`src/rtl/wbc_pkg.sv`:
```
package wbc_pkg;
  localparam int WAYS = 2;

  typedef enum logic [2:0] {
    ST_IDLE,
    ST_WB,
    ST_FILL_REQ,
    ST_FILL_WAIT,
    ST_FINISH
  } wbc_state_e;
endpackage

```
`src/rtl/wbc_tag_match.sv`:
```
module wbc_tag_match
  import wbc_pkg::*;
#(
  parameter int TAG_W  = 27,
  parameter int LW     = 2,
  parameter int WSEL_W = 1
)(
  input  logic [WAYS-1:0][TAG_W-1:0] way_tag,
  input  logic [WAYS-1:0][LW-1:0]    way_wvalid,
  input  logic [TAG_W-1:0]           req_tag,
  input  logic [WSEL_W-1:0]          req_word,
  output logic [WAYS-1:0]            live,
  output logic [WAYS-1:0]            tag_hit,
  output logic [WAYS-1:0]            word_hit
);
  // one comparator per way, evaluated side by side
  for (genvar g = 0; g < WAYS; g++) begin : g_way
    assign live[g]     = |way_wvalid[g];
    assign tag_hit[g]  = live[g] && (way_tag[g] == req_tag);
    assign word_hit[g] = tag_hit[g] && way_wvalid[g][req_word];
  end
endmodule

```
`src/rtl/wbc_victim_pick.sv`:
```
module wbc_victim_pick
  import wbc_pkg::*;
(
  input  logic [WAYS-1:0] tag_hit,
  input  logic [WAYS-1:0] live,
  input  logic            lru,
  output logic            victim
);
  // a matching but partly valid way is refilled in place;
  // otherwise an empty way wins, then the older way
  always_comb begin
    if (tag_hit[0])      victim = 1'b0;
    else if (tag_hit[1]) victim = 1'b1;
    else if (!live[0])   victim = 1'b0;
    else if (!live[1])   victim = 1'b1;
    else                 victim = lru;
  end
endmodule

```
`src/rtl/wbc_store.sv`:
```
module wbc_store
  import wbc_pkg::*;
#(
  parameter int SETS   = 8,
  parameter int LW     = 2,
  parameter int WORD_W = 16,
  parameter int TAG_W  = 27,
  localparam int IDX_W = $clog2(SETS)
)(
  input  logic                               clk,
  input  logic                               rst_n,
  input  logic [IDX_W-1:0]                   rd_set,
  output logic [WAYS-1:0][TAG_W-1:0]         rd_tag,
  output logic [WAYS-1:0][LW-1:0]            rd_wvalid,
  output logic [WAYS-1:0]                    rd_dirty,
  output logic [WAYS-1:0][LW-1:0][WORD_W-1:0] rd_data,
  output logic                               rd_lru,
  input  logic                               wr_en,
  input  logic                               wr_way,
  input  logic [IDX_W-1:0]                   wr_set,
  input  logic                               wr_tag_en,
  input  logic [TAG_W-1:0]                   wr_tag,
  input  logic [LW-1:0]                      wr_mask,
  input  logic [LW-1:0][WORD_W-1:0]          wr_data,
  input  logic [LW-1:0]                      wr_valid,
  input  logic                               wr_dirty,
  input  logic                               lru_we,
  input  logic                               lru_d
);
  logic [TAG_W-1:0]  tag_q    [WAYS][SETS];
  logic [WORD_W-1:0] data_q   [WAYS][SETS][LW];
  logic [LW-1:0]     wvalid_q [WAYS][SETS];
  logic              dirty_q  [WAYS][SETS];
  logic              lru_q    [SETS];

  // state bits: cleared by reset
  always_ff @(posedge clk or negedge rst_n) begin
    if (!rst_n) begin
      for (int w = 0; w < WAYS; w++) begin
        for (int s = 0; s < SETS; s++) begin
          wvalid_q[w][s] <= '0;
          dirty_q[w][s]  <= 1'b0;
        end
      end
      for (int s = 0; s < SETS; s++) lru_q[s] <= 1'b0;
    end else begin
      if (wr_en) begin
        wvalid_q[wr_way][wr_set] <= wr_valid;
        dirty_q[wr_way][wr_set]  <= wr_dirty;
      end
      if (lru_we) lru_q[wr_set] <= lru_d;
    end
  end

  // payload: no reset needed, guarded by the valid bits
  always_ff @(posedge clk) begin
    if (wr_en) begin
      if (wr_tag_en) tag_q[wr_way][wr_set] <= wr_tag;
      for (int l = 0; l < LW; l++) begin
        if (wr_mask[l]) data_q[wr_way][wr_set][l] <= wr_data[l];
      end
    end
  end

  for (genvar g = 0; g < WAYS; g++) begin : g_rd
    assign rd_tag[g]    = tag_q[g][rd_set];
    assign rd_wvalid[g] = wvalid_q[g][rd_set];
    assign rd_dirty[g]  = dirty_q[g][rd_set];
    for (genvar l = 0; l < LW; l++) begin : g_word
      assign rd_data[g][l] = data_q[g][rd_set][l];
    end
  end
  assign rd_lru = lru_q[rd_set];
endmodule

```
`src/rtl/wb2way_cache.sv`:
```
module wb2way_cache
  import wbc_pkg::*;
#(
  parameter int ADDR_W     = 32,
  parameter int WORD_W     = 16,
  parameter int SETS       = 8,
  parameter int LINE_BYTES = 4
)(
  input  logic              clk,
  input  logic              rst_n,
  input  logic              cpu_req_valid,
  output logic              cpu_req_ready,
  input  logic              cpu_req_we,
  input  logic [ADDR_W-1:0] cpu_req_addr,
  input  logic [WORD_W-1:0] cpu_req_wdata,
  output logic              cpu_rsp_valid,
  output logic [WORD_W-1:0] cpu_rsp_rdata,
  output logic              mem_req_valid,
  input  logic              mem_req_ready,
  output logic              mem_req_we,
  output logic [ADDR_W-1:0] mem_req_addr,
  output logic [WORD_W-1:0] mem_req_wdata,
  input  logic              mem_rsp_valid,
  input  logic [WORD_W-1:0] mem_rsp_rdata
);
  localparam int WORD_BYTES = WORD_W / 8;
  localparam int BYTE_OFF   = $clog2(WORD_BYTES);
  localparam int LW         = LINE_BYTES / WORD_BYTES;
  localparam int WSEL_W     = $clog2(LW);
  localparam int OFF_W      = $clog2(LINE_BYTES);
  localparam int IDX_W      = $clog2(SETS);
  localparam int TAG_W      = ADDR_W - OFF_W - IDX_W;

  // ---- address arithmetic ----
  function automatic logic [IDX_W-1:0] f_index(input logic [ADDR_W-1:0] a);
    return a[OFF_W +: IDX_W];
  endfunction
  function automatic logic [TAG_W-1:0] f_tag(input logic [ADDR_W-1:0] a);
    return a[OFF_W+IDX_W +: TAG_W];
  endfunction
  function automatic logic [WSEL_W-1:0] f_word(input logic [ADDR_W-1:0] a);
    return a[BYTE_OFF +: WSEL_W];
  endfunction
  function automatic logic [ADDR_W-1:0] f_mem_addr(input logic [TAG_W-1:0] t,
                                                   input logic [IDX_W-1:0] i,
                                                   input logic [WSEL_W-1:0] w);
    return {t, i, w, {BYTE_OFF{1'b0}}};
  endfunction
  function automatic logic [LW-1:0] f_onehot(input logic [WSEL_W-1:0] w);
    return LW'(1) << w;
  endfunction

  // ---- request decode ----
  logic [IDX_W-1:0]  req_idx;
  logic [TAG_W-1:0]  req_tag;
  logic [WSEL_W-1:0] req_word;
  logic              unused_byte_bits;
  assign req_idx          = f_index(cpu_req_addr);
  assign req_tag          = f_tag(cpu_req_addr);
  assign req_word         = f_word(cpu_req_addr);
  assign unused_byte_bits = ^cpu_req_addr[BYTE_OFF-1:0];

  // ---- controller state ----
  wbc_state_e                 state_q;
  logic                       lat_we_q;
  logic [TAG_W-1:0]           lat_tag_q;
  logic [IDX_W-1:0]           lat_idx_q;
  logic [WSEL_W-1:0]          lat_word_q;
  logic [WORD_W-1:0]          lat_wdata_q;
  logic                       vic_way_q;
  logic [TAG_W-1:0]           vic_tag_q;
  logic [LW-1:0]              vic_valid_q;
  logic [WSEL_W-1:0]          cnt_q;
  logic [LW-1:0][WORD_W-1:0]  fill_buf_q;
  logic                       rsp_valid_q;
  logic [WORD_W-1:0]          rsp_data_q;

  // ---- store interface ----
  logic [IDX_W-1:0]                     rd_set;
  logic [WAYS-1:0][TAG_W-1:0]           rd_tag;
  logic [WAYS-1:0][LW-1:0]              rd_wvalid;
  logic [WAYS-1:0]                      rd_dirty;
  logic [WAYS-1:0][LW-1:0][WORD_W-1:0]  rd_data;
  logic                                 rd_lru;
  logic                                 wr_en, wr_way, wr_tag_en, wr_dirty;
  logic [IDX_W-1:0]                     wr_set;
  logic [TAG_W-1:0]                     wr_tag;
  logic [LW-1:0]                        wr_mask, wr_valid;
  logic [LW-1:0][WORD_W-1:0]            wr_data;
  logic                                 lru_we, lru_d;

  // ---- named events for the checker ----
  logic [WAYS-1:0] live, tag_hit, word_hit;
  logic            victim_way;
  logic            hit_way;
  logic            accept;
  logic            ev_hit, ev_miss;
  logic            finish;
  logic            wb_live, cnt_last;
  logic            wmiss_busy;

  assign rd_set = (state_q == ST_IDLE) ? req_idx : lat_idx_q;

  wbc_store #(
    .SETS(SETS), .LW(LW), .WORD_W(WORD_W), .TAG_W(TAG_W)
  ) u_store (
    .clk(clk), .rst_n(rst_n),
    .rd_set(rd_set), .rd_tag(rd_tag), .rd_wvalid(rd_wvalid),
    .rd_dirty(rd_dirty), .rd_data(rd_data), .rd_lru(rd_lru),
    .wr_en(wr_en), .wr_way(wr_way), .wr_set(wr_set),
    .wr_tag_en(wr_tag_en), .wr_tag(wr_tag), .wr_mask(wr_mask),
    .wr_data(wr_data), .wr_valid(wr_valid), .wr_dirty(wr_dirty),
    .lru_we(lru_we), .lru_d(lru_d)
  );

  wbc_tag_match #(
    .TAG_W(TAG_W), .LW(LW), .WSEL_W(WSEL_W)
  ) u_match (
    .way_tag(rd_tag), .way_wvalid(rd_wvalid),
    .req_tag(req_tag), .req_word(req_word),
    .live(live), .tag_hit(tag_hit), .word_hit(word_hit)
  );

  wbc_victim_pick u_victim (
    .tag_hit(tag_hit), .live(live), .lru(rd_lru), .victim(victim_way)
  );

  assign cpu_req_ready = (state_q == ST_IDLE);
  assign accept        = cpu_req_valid && cpu_req_ready;
  assign hit_way       = tag_hit[1];
  assign ev_hit        = accept && (cpu_req_we ? (|tag_hit) : (|word_hit));
  assign ev_miss       = accept && !ev_hit;
  assign finish        = (state_q == ST_FINISH);
  assign wb_live       = vic_valid_q[cnt_q];
  assign cnt_last      = (cnt_q == WSEL_W'(LW-1));
  assign wmiss_busy    = (state_q != ST_IDLE) && lat_we_q;

  // ---- memory port ----
  always_comb begin
    mem_req_valid = 1'b0;
    mem_req_we    = 1'b0;
    mem_req_addr  = f_mem_addr(lat_tag_q, lat_idx_q, cnt_q);
    mem_req_wdata = rd_data[vic_way_q][cnt_q];
    unique case (state_q)
      ST_WB: begin
        mem_req_valid = wb_live;
        mem_req_we    = 1'b1;
        mem_req_addr  = f_mem_addr(vic_tag_q, lat_idx_q, cnt_q);
      end
      ST_FILL_REQ: mem_req_valid = 1'b1;
      default: ;
    endcase
  end

  // ---- store write selection ----
  always_comb begin
    wr_en     = 1'b0;
    wr_way    = hit_way;
    wr_set    = req_idx;
    wr_tag_en = 1'b0;
    wr_tag    = lat_tag_q;
    wr_mask   = f_onehot(req_word);
    wr_data   = {LW{cpu_req_wdata}};
    wr_valid  = rd_wvalid[hit_way] | f_onehot(req_word);
    wr_dirty  = 1'b1;
    lru_we    = ev_hit;
    lru_d     = ~hit_way;
    if (ev_hit && cpu_req_we) begin
      wr_en = 1'b1;
    end
    if (finish) begin
      wr_en     = 1'b1;
      wr_way    = vic_way_q;
      wr_set    = lat_idx_q;
      wr_tag_en = 1'b1;
      lru_we    = 1'b1;
      lru_d     = ~vic_way_q;
      if (lat_we_q) begin
        wr_mask  = f_onehot(lat_word_q);
        wr_data  = {LW{lat_wdata_q}};
        wr_valid = f_onehot(lat_word_q);
        wr_dirty = 1'b1;
      end else begin
        wr_mask  = '1;
        wr_data  = fill_buf_q;
        wr_valid = '1;
        wr_dirty = 1'b0;
      end
    end
  end

  // ---- controller ----
  always_ff @(posedge clk or negedge rst_n) begin
    if (!rst_n) begin
      state_q     <= ST_IDLE;
      lat_we_q    <= 1'b0;
      lat_tag_q   <= '0;
      lat_idx_q   <= '0;
      lat_word_q  <= '0;
      lat_wdata_q <= '0;
      vic_way_q   <= 1'b0;
      vic_tag_q   <= '0;
      vic_valid_q <= '0;
      cnt_q       <= '0;
      fill_buf_q  <= '0;
    end else begin
      unique case (state_q)
        ST_IDLE: begin
          if (ev_miss) begin
            lat_we_q    <= cpu_req_we;
            lat_tag_q   <= req_tag;
            lat_idx_q   <= req_idx;
            lat_word_q  <= req_word;
            lat_wdata_q <= cpu_req_wdata;
            vic_way_q   <= victim_way;
            vic_tag_q   <= rd_tag[victim_way];
            vic_valid_q <= rd_wvalid[victim_way];
            cnt_q       <= '0;
            if (rd_dirty[victim_way]) state_q <= ST_WB;
            else if (cpu_req_we)      state_q <= ST_FINISH;
            else                      state_q <= ST_FILL_REQ;
          end
        end
        ST_WB: begin
          if (!wb_live || mem_req_ready) begin
            if (cnt_last) begin
              cnt_q   <= '0;
              state_q <= lat_we_q ? ST_FINISH : ST_FILL_REQ;
            end else begin
              cnt_q <= cnt_q + WSEL_W'(1);
            end
          end
        end
        ST_FILL_REQ: begin
          if (mem_req_ready) state_q <= ST_FILL_WAIT;
        end
        ST_FILL_WAIT: begin
          if (mem_rsp_valid) begin
            fill_buf_q[cnt_q] <= mem_rsp_rdata;
            if (cnt_last) begin
              state_q <= ST_FINISH;
            end else begin
              cnt_q   <= cnt_q + WSEL_W'(1);
              state_q <= ST_FILL_REQ;
            end
          end
        end
        ST_FINISH: begin
          cnt_q   <= '0;
          state_q <= ST_IDLE;
        end
        default: state_q <= ST_IDLE;
      endcase
    end
  end

  // ---- processor response ----
  always_ff @(posedge clk or negedge rst_n) begin
    if (!rst_n) begin
      rsp_valid_q <= 1'b0;
      rsp_data_q  <= '0;
    end else begin
      rsp_valid_q <= ev_hit || finish;
      if (ev_hit && !cpu_req_we)      rsp_data_q <= rd_data[hit_way][req_word];
      else if (finish && !lat_we_q)   rsp_data_q <= fill_buf_q[lat_word_q];
    end
  end

  assign cpu_rsp_valid = rsp_valid_q;
  assign cpu_rsp_rdata = rsp_data_q;
endmodule

```
`config.mk`:
```
export PLATFORM = sky130hd
export DESIGN_NAME = wb2way_cache
export DESIGN_NICKNAME = d
export VERILOG_FILES = /design/src/rtl/wbc_pkg.sv /design/src/rtl/wbc_tag_match.sv /design/src/rtl/wbc_victim_pick.sv /design/src/rtl/wbc_store.sv /design/src/rtl/wb2way_cache.sv
export SDC_FILE = /design/constraint.sdc
export NUM_CORES = 1
export LEC_CHECK = 0
export BUFFER_PORTS_ARGS = -buffer_cell sky130_fd_sc_hd__buf_2
export CORE_AREA = 10 10 412 414
export DETAILED_ROUTE_END_ITERATION = 6
export DIE_AREA = 0 0 422 424
export GPL_ROUTABILITY_DRIVEN = 0
export GPL_TIMING_DRIVEN = 0
export PLACE_DENSITY = 0.42
export SLEW_MARGIN = 10
export SYNTH_ARGS = -nofsm -noshare
export SYNTH_HDL_FRONTEND = slang
export SYNTH_HIERARCHICAL = 1
export SYNTH_SLANG_ARGS = --single-unit
```
`constraint.sdc`:
```
create_clock -name clk -period 9.2 [get_ports clk]
set_input_delay 0.92 -clock clk [delete_from_list [all_inputs] [get_ports clk]]
set_output_delay 0.92 -clock clk [all_outputs]
set_load 0.01 [all_outputs]
```
### Word-level counts from Yosys, hierarchy flattened

Memory sizes are Yosys's and may differ from the RTL's.
Cells that the tools add are included.

* input port bits: 70
* memory bits (writable): 944
* memories kept: 2
* register bits: 187
* logic and storage cells: 751

Memories
* u_store.data_q: words 2, width 256, rd ports 2, clocked after memory_dff 0, write ports 1, line wbc_store.sv:31 `logic [WORD_W-1:0] data_q [WAYS][SETS][LW];`
* u_store.tag_q: words 2, width 216, rd ports 2, clocked after memory_dff 0, write ports 1, line wbc_store.sv:30 `logic [TAG_W-1:0] tag_q [WAYS][SETS];`

* mux-type cells: 377
* equal/unequal tests: 11
* $lt $le $gt $ge: 12
* add/sub/neg operators: 1
* bitwise operators: 262
* reductions and logical operators: 30
* shift operators: 2

Operator list (count)
* $mux 256: 2
* $mux 32: 12
* $mux 1: 296
* $or 1x1->1: 256
* $mux 216: 1
* $bmux 32 s3: 2
* $demux 32 s3: 2
* $mux 27: 7
* $mux 16: 11
* $bmux 27 s3: 2
* $demux 27 s3: 1
* $bwmux 32: 2
* $eq 27x27->1: 2
* $mux 3: 11
* $demux 16 s1: 2
* $mux 2: 12
* $bwmux 16: 1
* $logic_and 1x1->1: 13
* $bmux 2 s3: 2
* $lt 1x2->1 const B: 6
* $pmux 3 s4: 1
* $bmux 1 s3: 3
* $bwmux 8: 1
* $demux 8 s1: 1
* other kinds (30): 46

### Longest topological paths before layout

Gate-level depths: netlist (run 1).

* depth in word-level cells: 18
* gate-level depth with buffers: 21
* gate-level depth less buffers: 14

### By module

The synthesis (run 1) kept the hierarchy.

Modules (own cells, without submodules)
* wbc_store: area an instance 39923.3 µm², times used 1, cells each 1740
* wb2way_cache: area an instance 7432.1 µm², times used 1, cells each 639
* wbc_tag_match: area an instance 654.4 µm², times used 1, cells each 80
* wbc_victim_pick: area an instance 26.3 µm², times used 1, cells each 3

### Worst setup path before layout (run 1)

No wires, ideal clock.

* path kind: register -> register
* from: register state_q[1]
* to: memory u_store/tag_q[0][189] (netlist bit), enable pin
* data required time: 8.814 ns
* arrival: 6.548 ns
* path buffers: 6
* period minus slack after synthesis: 6.934 ns
* cell stages (with the launch flop): 20
* path slack: 2.266 ns
* cells stage by stage: dfrtp_1 -> buf_6 -> clkbuf_1 -> nor3_1 -> mux2_2 -> buf_2 -> buf_6 -> buf_6 -> mux4_2 -> mux2_2 -> xnor2_1 -> nand4_1 -> or4_1 -> nor3_1 -> buf_1 -> o21ai_0 -> o21ai_0 -> or3b_2 -> nor2_1 -> and2_1

RTL lines
* start: declaration: line wb2way_cache.sv:64 `wbc_state_e state_q;`
* start signal: assignment: line wb2way_cache.sv:228 `state_q <= lat_we_q ? ST_FINISH : ST_FILL_REQ;`
* end: declaration: line wbc_store.sv:30

==> out/results.txt, run 1 <==
final WL -> 162000 um
Synth Warn # -> 6
cells after synthesis -> 2462
worst reg-to-reg setup slack -> 280 ps
worst vdd ir -> 0.215 mV
mux share of post-synthesis cell area -> 24.1%
clock insertion delay at the later pin of the skew report -> 780 ps
worst setup margin -> 275 ps
initial core utilization -> 29.7%
crit path launch type -> flop
crit path max fanout -> 16
Clock Skew -> 41.7 ps
H-Tree Depth -> 4
Relative slew margins -> 13.7%
Critical Path RT -> 9660 ps
largest net degree at the start of global routing -> 95
Core Area -> 0.162 sq mm
worst r2r path cells -> 20
Met1 Wirelength -> 70400 um
Routed wire per std cell -> 32.1 um
HP Class -> primary input to flop
total track usage -> 17.9%
dpl ws -> -1610 ps
top-area cell type share of the netlist area -> 59.0%
clk sinks -> 1131
first-pass GRT wire length -> 225000 um
# rows -> 148
Setup Buffers After CTS -> 0
largest family of logic cells by synthesized area -> multiplexers
CTS tree -> yes
outcome -> complete, no violations
Post-Synth Simple-Gate Area -> 2.84%
Routed Antenna Nets -> 0
Synth Area in Adders -> 0%
drt first pass iters -> 5
Yosys cell types -> 54
hold worst-path end -> fill_buf_q[24]
RR Startpoint -> state_q[1]
worst hold stages -> 2
final hold viol count -> 0
Via density -> 5.07
vias in the first global route -> 27100
Post-Synth XOR/XNOR Area -> 0.985%
post-synthesis sequential area ratio -> 68.8%
min-delay src -> mem_rsp_rdata[8]
Seq cells post-synth -> 1131
Max Clk Rate -> 112 MHz
die width -> 422 um
biggest area consumer among synthesized cells -> edfxtp_1
Critical Path AT -> 9380 ps
I/O pin count -> 138
DRC viols -> 0
instance area at placement -> 0.0523 sq mm
DR vias -> 25600
Post-synth ARST share -> 16.5%
fill cell count -> 15100
top sig layer -> met4
total power draw -> 0.0196 W
share of layout cells above drive strength 1 -> 42.4%
R2R Path End -> u_store/tag_q[0][189]
CTS max path bufs -> 3
P_leak -> 19.0 nW
Die H -> 424 um
Avg Cell Area, Syn -> 19.5 sq um
die area -> 0.179 sq mm
TritonCTS Buffers -> 134
Clock transition at path regs -> 60 ps
P&R area growth vs syn -> 18.3%
Mapped Area -> 0.0480 sq mm
PortBufs -> 135
commonest cells in the netlist -> edfxtp_1 (944), mux2_2 (417), mux4_2 (282)
endpoints failing setup -> 0
Nets -> 2836
DPL Wire Length -> 112000 um
Design Area, Final -> 0.0568 sq mm
Final Max Tran Viols -> 0
most numerous cell in the Yosys netlist -> edfxtp_1
metal2 WL -> 79400 um
fin crit share -> 97.0%
Max-cap violations -> 0
RSZ-0062 raised after global routing -> false
initial DRC count -> 2438
top cells by area, synth -> edfxtp_1 (59%), mux4_2 (13%), mux2_2 (9.8%), dfrtp_1 (9.7%), mux2i_1 (1.1%)
PwrDens -> 345 mW/mm^2
initial antenna violation count -> 12
Main synth FF type -> edfxtp_1
critical path class -> flop to flop
Worst Setup End Kind -> flop
worst-margin pin slew -> 1290 ps
Post-synth EDFFs -> 944
grt total ovfl -> 0
Synth Area in Compound Gates -> 1.56%
Met3 Wirelength -> 8500 um
Mapped Nets -> 2532
Final min period -> 8920 ps
clk root buf -> clkbuf_16
[power by group]
group	switching (W)	internal, W
clock	0.00219	0.00313
combinational	0.00429	0.00309
sequential	0.000497	0.00640
[layout make-up]
cell class / count / area (sq um) / area share, %
flip-flops and latches: 1131 / 33000 / 58.1
repair buffers: 169 / 1360 / 2.39
clock buffers: 178 / 3650 / 6.43
clock inverters: 70 / 772 / 1.36
diodes: 4 / 10.0 / 0.0176
plain buffers: 138 / 807 / 1.42
multi-input cells: 1185 / 14400 / 25.4
inverters: 7 / 26.3 / 0.0463
well taps: 2175 / 2720 / 4.79
[logic make-up (layout without fill, tap and decap cells)]
| kind of cell | Yosys count | in the layout |
|---|---|---|
| xor gates and xnor gates | 54 | 54 |
| muxes | 753 | 753 |
| AOI/OAI and AO/OA | 123 | 123 |
| DFF | 1131 | 1131 |
| other | 1 | 5 |
| buffers and inverters | 146 | 562 |
| and+or+nand+nor | 254 | 254 |
[per-stage QoR]
step	utilization [%]	hold WS, ps	TNS, ps	cells
4_1_cts	35.1	327	0	5053
2_1_floorplan	-	444	0	2462
3_3_place_gp	31.8	459	-2864540	4772
6_report	35.1	393	0	5057
3_5_place_dp	32.4	468	-1235500	4805
5_1_grt	35.1	355	0	5055
[how the worst max path moves through the flow]
stage	startpoint	to	slack, ps	cells after the start
floorplan	state_q[1]	u_store/tag_q[0][189]	2270	19
global placement	state_q[1]	u_store/tag_q[0][67]	-3260	19
detailed placement	state_q[1]	u_store/data_q[0][216]	-1610	20
CTS	state_q[1]	u_store/tag_q[0][189]	140	19
global route	state_q[1]	u_store/tag_q[0][189]	40	20
finish	state_q[1]	u_store/tag_q[0][189]	280	20
[state kept, by name, summed over array words and instances, names as in the netlist]
register          cells
lat_idx_q             3
u_store/tag_q       432
state_q               3
fill_buf_q           32
lat_tag_q            27
vic_way_q             1
lat_we_q              1
cpu_rsp_valid         1
vic_valid_q           2
u_store/data_q      512
lat_wdata_q          16
lat_word_q            1
u_store/lru_q         8
cpu_rsp_rdata        16
vic_tag_q            27
u_store/wvalid_q     32
cnt_last              1
u_store/dirty_q      16
[worst max-delay path: stages (launching register included)]
cell and delay [ps]:
dfrtp_1 370, buf_6 140, clkbuf_1 220, nor3_2 520, mux2_2 250, buf_2 270
buf_2 600, buf_1 680, mux4_2 410, mux2_2 330, xnor2_1 380, nand4_1 360
or4_1 700, nor3_2 210, buf_4 360, o21ai_0 130, o21ai_1 470, or3b_2 560
nor2_1 690, and2_2 590, buf_12 250
[placed cells by master, fill, tap and decap left out, types with 35 or more instances in the layout]
cell type / count
clkbuf_16: 138
clkbuf_1: 86
o21ai_0: 35
nand2_1: 46
mux2i_1: 52
mux4_2: 282
edfxtp_1: 944
mux2_2: 417
nor2_1: 62
xnor2_1: 38
buf_2: 171
a21oi_1: 35
nand2b_1: 38
dfrtp_1: 187
and2_2: 42
[layer usage]
metal / global-route usage [%] / up-vias
met5: 0 / -
met1: 23.8 / 14100
met2: 30.0 / 770
met3: 3.35 / 206
met4: 4.53 / 0
li1: - / 10600
[what timing repair did]
item                       4_1_cts  5_1_grt
setup endpoints to repair     1248        0
hold endpoints to repair         1        0
hold buffers                     1        0
resized for setup               29        0
No activity file was read; power rests on OpenSTA's default activity.
==> run 2: changes to the inputs <==
Settings changed: CORE_AREA 10 10 412 414 to 10 10 382 384, DIE_AREA 0 0 422 424 to 0 0 392 394, PLACE_DENSITY 0.42 to 0.48.
==> run 2 against run 1 <==
Flip-flop and latch count is the same; utilization grew 5.6 points; maximum frequency grew 0.59%; clock skew shrank 1.8 ps; critical path depth is the same; global-route usage grew 1.9 points; largest cell class unchanged.
==> out/results.txt, run 2 (synthesized netlist as in run 1, its figures left out) <==
I/O pin count -> 138 (unchanged)
crit path max fanout -> 15 (-1)
P_int -> 0.0127 W (+0.60%)
Clock transition at path regs -> 60 ps (about the same)
CP top delay family -> simple AND/OR/NAND/NOR gates
Setup Buffers After CTS -> 0 (unchanged)
fill cell count -> 12400 (-18%)
CTS max path bufs -> 3 (unchanged)
CP Launch Point -> state_q[1]
Worst Setup End Kind -> flop
total track usage -> 19.8% (+1.9 points)
worst r2r path cells -> 20 (unchanged)
Clock Skew -> 40.0 ps (-1.78 ps)
initial DRC count -> 2253 (-7.6%)
Finished Layout Cells -> 4682 (-7.4%)
Routed wire per std cell -> 33.0 um (+2.7%)
# rows -> 137 (-7.4%)
PwrDens -> 346 mW/mm^2 (+0.21%)
Critical Path AT -> 9340 ps (-40 ps)
slowest stage delay, CP -> 810 ps (+110 ps)
Placed Cells -> 4436 (-7.7%)
Final Max Tran Viols -> 0 (unchanged)
HP Class -> primary input to async pin
Clock power frac -> 27.7% (+0.5 points)
Buf/Inv on CP -> 7 (unchanged)
outcome -> complete, no violations
worst-margin pin slew -> 1280 ps (-14.7 ps)
RSZ-0062 raised after global routing -> false
PortBufs -> 135 (unchanged)
max reg flops -> 512 (unchanged)
CTS tree -> yes
Gate power share -> 36.8% (-0.8 points)
Net Switching -> 0.00679 W (-2.6%)
DPL Wire Length -> 107000 um (-4.4%)
DR vias -> 25800 (+0.60%)
worst vdd ir -> 0.197 mV (-8.3%)
Via density -> 5.50 (+8.7%)
DRC viols -> 0 (unchanged)
Top Registers -> u_store/data_q (512), u_store/tag_q (432)
dpl ws -> -1100 ps (+503 ps)
TNS Setup -> 0 ps (unchanged)
clock insertion delay at the later pin of the skew report -> 790 ps (about the same)
most common cell after layout, fill and taps aside -> edfxtp_1
die area -> 0.154 sq mm (-14%)
TritonCTS Buffers -> 133 (-0.75%)
crit path launch type -> flop
first-pass GRT wire length -> 215000 um (-4.4%)
clk sinks -> 1131 (unchanged)
vias in the first global route -> 27000 (-0.26%)
Critical Path RT -> 9670 ps (about the same)
drt first pass iters -> 7 (+2)
Die H -> 394 um (-7.1%)
ordered list of cells on the worst path -> buf_6 -> clkbuf_1 -> nor3_2 -> mux2_2 -> buf_2 -> buf_2 -> clkdlybuf4s15_1 -> mux4_2 -> mux2_2 -> xnor2_1 -> nand4_1 -> or4_1 -> nor3_2 -> buf_4 -> o21ai_0 -> o21ai_1 -> or3b_2 -> nor2_1 -> and2_2 -> buf_12
endpoints failing setup -> 0 (unchanged)
final design utilization -> 40.7% (+5.6 points)
die width -> 392 um (-7.1%)
Reg with most FFs -> u_store/data_q
fin crit share -> 96.4% (-0.57 points)
Relative slew margins -> 14.7% (+0.98 points)
initial core utilization -> 34.7% (+5.0 points)
grt total ovfl -> 0 (unchanged)
Core Area -> 0.139 sq mm (-14%)
largest net degree at the start of global routing -> 101 (+6.3%)
clk root buf -> clkbuf_16
critical path class -> flop to flop
Nets -> 2835 (-0.035%)
worst setup margin -> 327 ps (+52.1 ps)
Reg power frac -> 35.5% (+0.3 points)
commonest cells after routing, fill and taps aside -> edfxtp_1 (944), mux2_2 (417), mux4_2 (282)
final WL -> 154000 um (-4.9%)
Max Clk Rate -> 113 MHz (+0.59%)
Final min period -> 8870 ps (-52.1 ps)
H-Tree Depth -> 4 (unchanged)
Routed Antenna Nets -> 0 (unchanged)
P_leak -> 19.0 nW (+0.12%)
switch share -> 34.9% (-0.73 points)
RR Startpoint -> state_q[1]
P&R area growth vs syn -> 17.4%
initial antenna violation count -> 13 (+1)
Max-cap violations -> 0 (unchanged)
slowest cell on the critical path -> clkdlybuf4s15_1
share of layout cells above drive strength 1 -> 42.1% (-0.29 points)
final hold viol count -> 0 (unchanged)
R2R Path End -> u_store/tag_q[0][176]
worst reg-to-reg setup slack -> 330 ps (+50 ps)
-- run 2: cell types whose count changed in the layout (fill, tap and decap cells not counted), sizes merged --
cell,previous run,this run
clkbuf,229,218
dlygate4sd3,1,0
inv,11,14
buf,253,254
bufinv,11,17
clkinv,53,49
diode,4,3
-- run 2: power by group through the flow --
stage / registers [W] / clock network, W / logic, W
after floorplan: 0.00680 / 0 / 0.00441
after global placement: 0.00697 / 0 / 0.00708
after detailed placement: 0.00702 / 0 / 0.00724
after CTS: 0.00692 / 0.00553 / 0.00728
after global routing: 0.00699 / 0.00572 / 0.00755
final: 0.00692 / 0.00539 / 0.00718
-- run 2: worst max-delay path by stage --
stage | endpoint | slack (ps) | cells past startpoint
floorplan | u_store/tag_q[0][189] | 2270 | 19
global placement | u_store/tag_q[0][176] | -2720 | 19
detailed placement | u_store/data_q[0][245] | -1100 | 20
CTS | u_store/tag_q[0][94] | 160 | 20
global route | u_store/tag_q[0][95] | 30 | 20
finish | u_store/tag_q[0][176] | 330 | 20
-- run 2: cell type report --
| type | instances | area [sq um] | area share (%) |
|---|---|---|---|
| inverters | 7 | 26.3 | 0.0466 |
| flip-flops and latches | 1131 | 33000 | 58.6 |
| clock inverters | 75 | 950 | 1.68 |
| well taps | 1807 | 2260 | 4.01 |
| clock buffers | 167 | 3520 | 6.24 |
| diodes | 3 | 7.51 | 0.0133 |
| multi-input cells | 1185 | 14400 | 25.5 |
| plain buffers | 138 | 807 | 1.43 |
| repair buffers | 169 | 1400 | 2.49 |
-- run 2: stage by stage --
step                hold slack [ps]  cell area (sq um)  power [W]
detailed placement              465              51800     0.0143
finish                          148              56400     0.0195
global route                    176              56400     0.0203
global placement                456              51000     0.0141
CTS                             136              56300     0.0197
floorplan                       444              48000     0.0112
-- run 2: per-layer routing --
layer / routed length (um) / share of wire [%] / vias up / global-route usage, %
met5: 23 / 0.015 / - / 0
met1: 65100 / 42 / 14100 / 26.2
met2: 76900 / 50 / 857 / 33.1
met3: 8900 / 5.8 / 202 / 4.11
met4: 3540 / 2.3 / 4 / 5.01
li1: - / - / 10600 / -
-- run 2: worst register-to-register path: cells and delay by family (launching register included) --
family | cells | cell delay [ps]
buffers and inverters | 7 | 2500
DFF | 1 | 370
muxes | 3 | 990
AOI/OAI and AO/OA | 2 | 630
xor gates and xnor gates | 1 | 310
and+or+nand+nor | 7 | 3730
-- run 2: repair_timing --
action                                  4_1_cts  5_1_grt
resized for setup                            12        3
pin swaps                                     0        0
hold buffers                                  0        0
hold endpoints to repair                      0        0
endpoints found under the setup margin     1179      231
